$ cat src/rtl/wv_pkg.sv
package wv_pkg;

  typedef struct packed {
    logic       valid;
    logic       err;
    logic [2:0] dissent;
    logic [1:0] pick;
  } vote_info_t;

  // Classify agreement from the three pairwise equality bits.
  function automatic vote_info_t classify(input logic eq_ab, input logic eq_ac,
                                          input logic eq_bc);
    vote_info_t r;
    r.valid      = eq_ab | eq_ac | eq_bc;
    r.err        = ~r.valid;
    r.dissent[0] = eq_bc & ~eq_ab;
    r.dissent[1] = eq_ac & ~eq_ab;
    r.dissent[2] = eq_ab & ~eq_ac;
    if (eq_ab || eq_ac)  r.pick = 2'd0;
    else if (eq_bc)      r.pick = 2'd1;
    else                 r.pick = 2'd0;
    return r;
  endfunction

  // Lowest-numbered source whose dissent bit is clear.
  function automatic logic [1:0] lowest_agree(input logic [2:0] d);
    logic [1:0] r;
    r = 2'd0;
    for (int i = 2; i >= 0; i--) begin
      if (!d[i]) r = 2'(i);
    end
    return r;
  endfunction

  // Dissent bit of a given source index; index 3 never dissents.
  function automatic logic dissent_of(input logic [2:0] d, input logic [1:0] s);
    logic r;
    case (s)
      2'd0:    r = d[0];
      2'd1:    r = d[1];
      2'd2:    r = d[2];
      default: r = 1'b0;
    endcase
    return r;
  endfunction

  // Saturating increment.
  function automatic logic [31:0] sat_inc(input logic [31:0] v, input logic [31:0] max);
    return (v >= max) ? max : v + 32'd1;
  endfunction

endpackage

$ cat src/rtl/wv_capture.sv
module wv_capture #(
  parameter int WORD_W = 16,
  parameter int COPIES = 3
) (
  input  logic                          clk,
  input  logic                          rst_n,
  input  logic [COPIES-1:0][WORD_W-1:0] raw,
  output logic [COPIES-1:0][WORD_W-1:0] cap
);
  always_ff @(posedge clk or negedge rst_n) begin
    if (!rst_n) cap <= '0;
    else        cap <= raw;
  end
endmodule

$ cat src/rtl/wv_compare.sv
module wv_compare
  import wv_pkg::*;
#(
  parameter int WORD_W = 16
) (
  input  logic [2:0][WORD_W-1:0] cap,
  output logic [WORD_W-1:0]      word,
  output logic                   valid,
  output logic                   err,
  output logic [2:0]             dissent
);
  localparam int NPAIR = 3;
  logic [NPAIR-1:0] eq;   // eq[0]=a/b, eq[1]=a/c, eq[2]=b/c
  vote_info_t info;

  for (genvar p = 0; p < NPAIR; p++) begin : g_pair
    localparam int LO = (p == 2) ? 1 : 0;
    localparam int HI = (p == 0) ? 1 : 2;
    assign eq[p] = (cap[LO] == cap[HI]);
  end

  always_comb begin
    info    = classify(eq[0], eq[1], eq[2]);
    valid   = info.valid;
    err     = info.err;
    dissent = info.dissent;
    word    = info.valid ? cap[info.pick] : '0;
  end
endmodule

$ cat src/rtl/wv_select.sv
module wv_select
  import wv_pkg::*;
(
  input  logic       clk,
  input  logic       rst_n,
  input  logic [2:0] dissent,
  output logic [1:0] sel
);
  logic       move;
  logic [1:0] target;

  always_comb begin
    move   = dissent_of(dissent, sel);
    target = lowest_agree(dissent);
  end

  always_ff @(posedge clk or negedge rst_n) begin
    if (!rst_n)    sel <= 2'd0;
    else if (move) sel <= target;
  end
endmodule

$ cat src/rtl/wv_err_count.sv
module wv_err_count
  import wv_pkg::*;
#(
  parameter int CNT_W = 8
) (
  input  logic             clk,
  input  logic             rst_n,
  input  logic             clr,
  input  logic             err,
  output logic [CNT_W-1:0] count
);
  localparam logic [31:0] MAXV = (CNT_W >= 32) ? 32'hFFFF_FFFF : ((32'd1 << CNT_W) - 32'd1);
  logic [31:0] nxt;

  always_comb nxt = sat_inc(32'(count), MAXV);

  always_ff @(posedge clk or negedge rst_n) begin
    if (!rst_n)   count <= '0;
    else if (clr) count <= '0;
    else if (err) count <= nxt[CNT_W-1:0];
  end
endmodule

$ cat src/rtl/word_vote_reselect.sv
module word_vote_reselect #(
  parameter int WORD_W = 16,
  parameter int CNT_W  = 8
) (
  input  logic              clk,
  input  logic              rst_n,
  input  logic [WORD_W-1:0] in_a,
  input  logic [WORD_W-1:0] in_b,
  input  logic [WORD_W-1:0] in_c,
  input  logic              err_clr,
  output logic [WORD_W-1:0] vote_word,
  output logic              vote_valid,
  output logic              vote_err,
  output logic [2:0]        dissent,
  output logic [1:0]        active_sel,
  output logic [CNT_W-1:0]  err_count
);
  localparam int COPIES = 3;

  logic [COPIES-1:0][WORD_W-1:0] raw;
  logic [COPIES-1:0][WORD_W-1:0] cap;
  logic [WORD_W-1:0]             cap_a, cap_b, cap_c;

  assign raw   = {in_c, in_b, in_a};
  assign cap_a = cap[0];
  assign cap_b = cap[1];
  assign cap_c = cap[2];

  wv_capture #(.WORD_W(WORD_W), .COPIES(COPIES)) u_cap (
    .clk(clk), .rst_n(rst_n), .raw(raw), .cap(cap)
  );

  wv_compare #(.WORD_W(WORD_W)) u_cmp (
    .cap(cap), .word(vote_word), .valid(vote_valid),
    .err(vote_err), .dissent(dissent)
  );

  wv_select u_sel (
    .clk(clk), .rst_n(rst_n), .dissent(dissent), .sel(active_sel)
  );

  wv_err_count #(.CNT_W(CNT_W)) u_cnt (
    .clk(clk), .rst_n(rst_n), .clr(err_clr), .err(vote_err), .count(err_count)
  );
endmodule

$ cat config.mk
export PLATFORM = sky130hd
export DESIGN_NAME = word_vote_reselect
export DESIGN_NICKNAME = d
export VERILOG_FILES = /design/src/rtl/wv_pkg.sv /design/src/rtl/wv_capture.sv /design/src/rtl/wv_compare.sv /design/src/rtl/wv_select.sv /design/src/rtl/wv_err_count.sv /design/src/rtl/word_vote_reselect.sv
export SDC_FILE = /design/constraint.sdc
export NUM_CORES = 1
export LEC_CHECK = 0
export BUFFER_PORTS_ARGS = -buffer_cell sky130_fd_sc_hd__buf_2
export CAP_MARGIN = 40
export CORE_ASPECT_RATIO = 1.1
export CORE_MARGIN = 2
export CORE_UTILIZATION = 50
export DETAILED_ROUTE_END_ITERATION = 12
export HOLD_SLACK_MARGIN = 0.03
export PLACE_DENSITY = 0.76
export SLEW_MARGIN = 20
export SYNTH_ARGS = -nofsm -noshare
export SYNTH_HDL_FRONTEND = slang
export SYNTH_HIERARCHICAL = 1
export SYNTH_SLANG_ARGS = --single-unit
$ cat constraint.sdc
create_clock -name clk -period 2.8 [get_ports clk]
set_input_delay 0.14 -clock clk [delete_from_list [all_inputs] [get_ports clk]]
set_output_delay 0.14 -clock clk [all_outputs]
set_load 0.01 [all_outputs]
==> impl_metrics.py <==
metrics = {
    "power": {
        "seq_power_share_pct": 49.5,
        "leakage_nw": 1.70,
        "pwr_density_cell_mw_per_mm2": 492,
        "peakVddDrop_mv": 0.387,
        "p_int_w": 0.00143,
        "p_comb_share_pct": 11.0,
        "p_sw_w": 0.000430,
        "power.share.switching_pct": 23.1,
        "clockPowerShare_pct": 39.5,
    },
    "global_routing": {
        "grt_pass1_wl_mm": 10.5,
        "use_met3_pct": 7.28,
        "top_usage_layer": "met2",
        "met1_usage_pct": 27.6,
        "grt_pass1_vias": 2205,
        "antenna_found_initial": 0,
        "use_met2_pct": 42.7,
        "grt_max_degree": 36,
        "grt-ovfl-total": 0,
        "grt_use_total_pct": 24.3,
    },
    "cells_and_area": {
        "n_antenna_cell": 0,
        "layout.nets": 408,
        "fillers": 370,
        "design_area_mm2": 0.00378,
        "area_growth_pct": 41.4,
        "final_layout_size_suffix_gt1_share_pct": 31.1,
    },
    "critical_path": {
        "ff2ff_setup_slack_ns": 0.40,
        "cp-end-kind": "primary output",
        "worstPathArrival_ns": 2.42,
        "cp-start-kind": "register",
        "reg2reg_depth": 8,
        "r2r_start": "u_cap/cap[23]",
        "cp_max_fo": 35,
        "crit_type": "reg2out",
        "cp.required_ns": 2.66,
        "timing.rr.end": "u_cnt/count[5]",
    },
    "clock_tree": {
        "post_cts_resized": 0,
        "post-cts-setup-buffers": 0,
        "htreeDepth": 3,
        "cts_sinks": 58,
        "clock_latency_ns": 0.33,
        "numCtsBuffers": 9,
        "postCtsHoldBufs": 49,
        "cts_tree": "done",
        "clockBufferDepth": 2,
        "cts_root_buffer": "clkbuf_8",
        "path_clk_slew_ns": 0.06,
    },
    "routing": {
        "via_per_inst": 5.36,
        "route.detailed.drc": 0,
        "wl_per_cell_um": 16.1,
        "first_pass_iters": 4,
        "num_vias": 2240,
        "ant_nets": 0,
        "drt_iter0_markers": 111,
        "wl_mm": 6.74,
    },
    "hold_path": {
        "min_to": "u_cnt/count[1]",
        "min_path_cells": 2,
        "hold_start": "err_clr",
        "min_path_type": "in2reg",
    },
    "timing": {
        "slew_headroom_pct": 61.0,
        "skew_ns": 0.00910,
        "timing.fmax_ghz": 0.390,
        "timing.final.crit_period_ns": 2.56,
        "rsz0062_at_grt": "no",
        "worst_pin_slew_ns": 0.585,
        "slew_viol_final": 0,
        "finalSetupViolations": 0,
        "finalSetupTns_ns": 0,
        "hold_violations": 0,
        "post-route-period-util_pct": 91.5,
    },
    "die": {
        "placementRows": 27,
        "ioPinCount": 82,
        "die_area_mm2": 0.00595,
        "initial_core_util_pct": 52.7,
        "coreArea_mm2": 0.00507,
        "die_h_um": 80.7,
        "fp.dieW_um": 73.7,
    },
    "placement": {
        "port_buffers": 81,
        "detailed_place.area_mm2": 0.00310,
        "place_congestion": 0.790,
        "dpl.hpwl_mm": 4.33,
    },
    "logic_synthesis": {
        "syn_nets": 274,
        "synth_warnings": 6,
        "yosysUniqueCellTypes": 33,
        "synth_seq_area_share_pct": 54.3,
        "avgSynthCellArea_um2": 12.0,
        "postSynthCellCount": 222,
        "synth_compound_gate_area_share_pct": 14.2,
        "synth_area_mm2": 0.00267,
        "synth-adder-area-share_pct": 0.468,
        "ys_ff_latch": 58,
        "ys_top_cells_by_area": "dfrtp_1 (54%), xnor2_1 (16%), o31ai_2 (4.2%)",
        "synth_mux_area_share_pct": 0,
        "synthSimpleGateAreaFrac_pct": 11.9,
        "yosysTopAreaCell": "dfrtp_1",
        "synth_top_family_by_area": "XOR/XNOR gates",
        "synth-xor-area-share_pct": 15.7,
        "synth_top_area_share_pct": 54.3,
    },
    "status": {
        "status": "finished, final reports clean",
    },
    "job": {
        "max_cap_violations": 0,
    },
}
registers in the layout, indices dropped and copies added, names as in the netlist:
signal / flops
u_cnt/count: 8
u_sel/sel: 2
u_cap/cap: 48
worst max path at each step:
stage	from	to	slack, ns
6_report	u_cap/cap[9]	dissent[1]	0.24
2_1_floorplan	u_cap/cap[26]	u_cnt/count[7]	0.49
4_1_cts	u_cap/cap[9]	dissent[1]	0.28
3_3_place_gp	u_cap/cap[34]	u_cnt/count[5]	0.56
3_5_place_dp	u_cap/cap[23]	u_cnt/count[5]	0.45
5_1_grt	u_cap/cap[9]	dissent[1]	0.13
placed cells by master (no fill, tap or decap):
master	synthesis	final
a211oi_1	4	4
a21boi_0	1	1
a21oi_1	5	5
a311oi_1	1	1
a31oi_1	4	4
a41oi_1	1	1
and3_1	1	1
and4_1	3	3
buf_2	4	81
buf_4	2	4
bufinv_16	0	1
clkbuf_1	0	2
clkbuf_8	0	10
clkinv_2	0	2
dfrtp_1	58	58
dlygate4sd3_1	0	49
ha_1	1	1
inv_1	3	3
nand2_1	18	18
nand3_1	1	1
nand4_1	14	14
nor2_1	1	1
nor2b_1	3	3
nor3_1	2	2
nor3b_1	2	2
nor4_4	3	3
o21ai_0	12	12
o21ai_1	4	4
o21bai_1	2	2
o221ai_2	1	1
o31ai_1	7	7
o31ai_2	9	9
or2b_1	1	1
or3_2	1	1
xnor2_1	48	48
power by group through the flow:
stage / clock network (W) / logic (W) / registers (W)
2_1_floorplan: 0 / 0.0000768 / 0.000929
3_3_place_gp: 0 / 0.000149 / 0.000933
3_5_place_dp: 0 / 0.000150 / 0.000935
4_1_cts: 0.000748 / 0.000203 / 0.000920
5_1_grt: 0.000794 / 0.000221 / 0.000925
6_report: 0.000735 / 0.000205 / 0.000920
critical path, stage by stage (launching register included):
cell     delay (ns)
dfrtp_1        0.41
xnor2_1        0.22
nand4_1        0.19
nor4_4         0.32
buf_4          0.41
nor2b_1        0.33
buf_2          0.19
cell type report:
| cell class | count | area, µm² | share of cell area, % |
|---|---|---|---|
| sequential | 58 | 1450 | 38.4 |
| multi-input combinational | 150 | 1130 | 30.0 |
| timing repair buffer | 134 | 926 | 24.5 |
| clock buffer | 12 | 145 | 3.84 |
| tap | 58 | 72.6 | 1.92 |
| clock inverter | 3 | 40.0 | 1.06 |
| inverter | 3 | 11.3 | 0.298 |
synthesized netlist by cell type (all sizes together):
library cell / count
a21oi: 5
o21ai: 16
nand3: 1
o21bai: 2
and4: 3
o31ai: 16
a41oi: 1
buf: 10
nor2: 1
nor3: 2
or2b: 1
o221ai: 1
a31oi: 4
inv: 3
or3: 1
and3: 1
xnor2: 48
nand4: 14
ha: 1
dfrtp: 58
a21boi: 1
a211oi: 4
nor3b: 2
nand2: 18
nor4: 3
a311oi: 1
clkbuf: 1
nor2b: 3
layer usage:
layer | part of all wire, % | wire length, µm
met5 | 0 | 0
met2 | 54 | 3670
met4 | 2.0 | 136
met3 | 5.8 | 392
met1 | 38 | 2540
stage by stage:
stage	power, W	hold WS (ns)	utilization [%]	instances	setup slack [ns]
2_1_floorplan	0.00101	-0.156	-	222	0.490
3_3_place_gp	0.00108	0.169	61.2	354	0.563
3_5_place_dp	0.00109	0.175	61.2	354	0.453
4_1_cts	0.00187	0.0616	74.6	418	0.278
5_1_grt	0.00194	0.0657	74.6	418	0.127
6_report	0.00186	0.0764	74.6	418	0.237
cells by family (layout without fill, tap and decap cells):
| group | Yosys count | count (layout) |
|---|---|---|
| AND/OR/NAND/NOR | 50 | 50 |
| flip-flops | 58 | 58 |
| AO/OA/AOI/OAI | 51 | 51 |
| adder cells (fa/ha/maj) | 1 | 1 |
| buffers and inverters | 14 | 152 |
| XOR/XNOR | 48 | 48 |
Note: power is estimated with default switching activity, not from simulation.
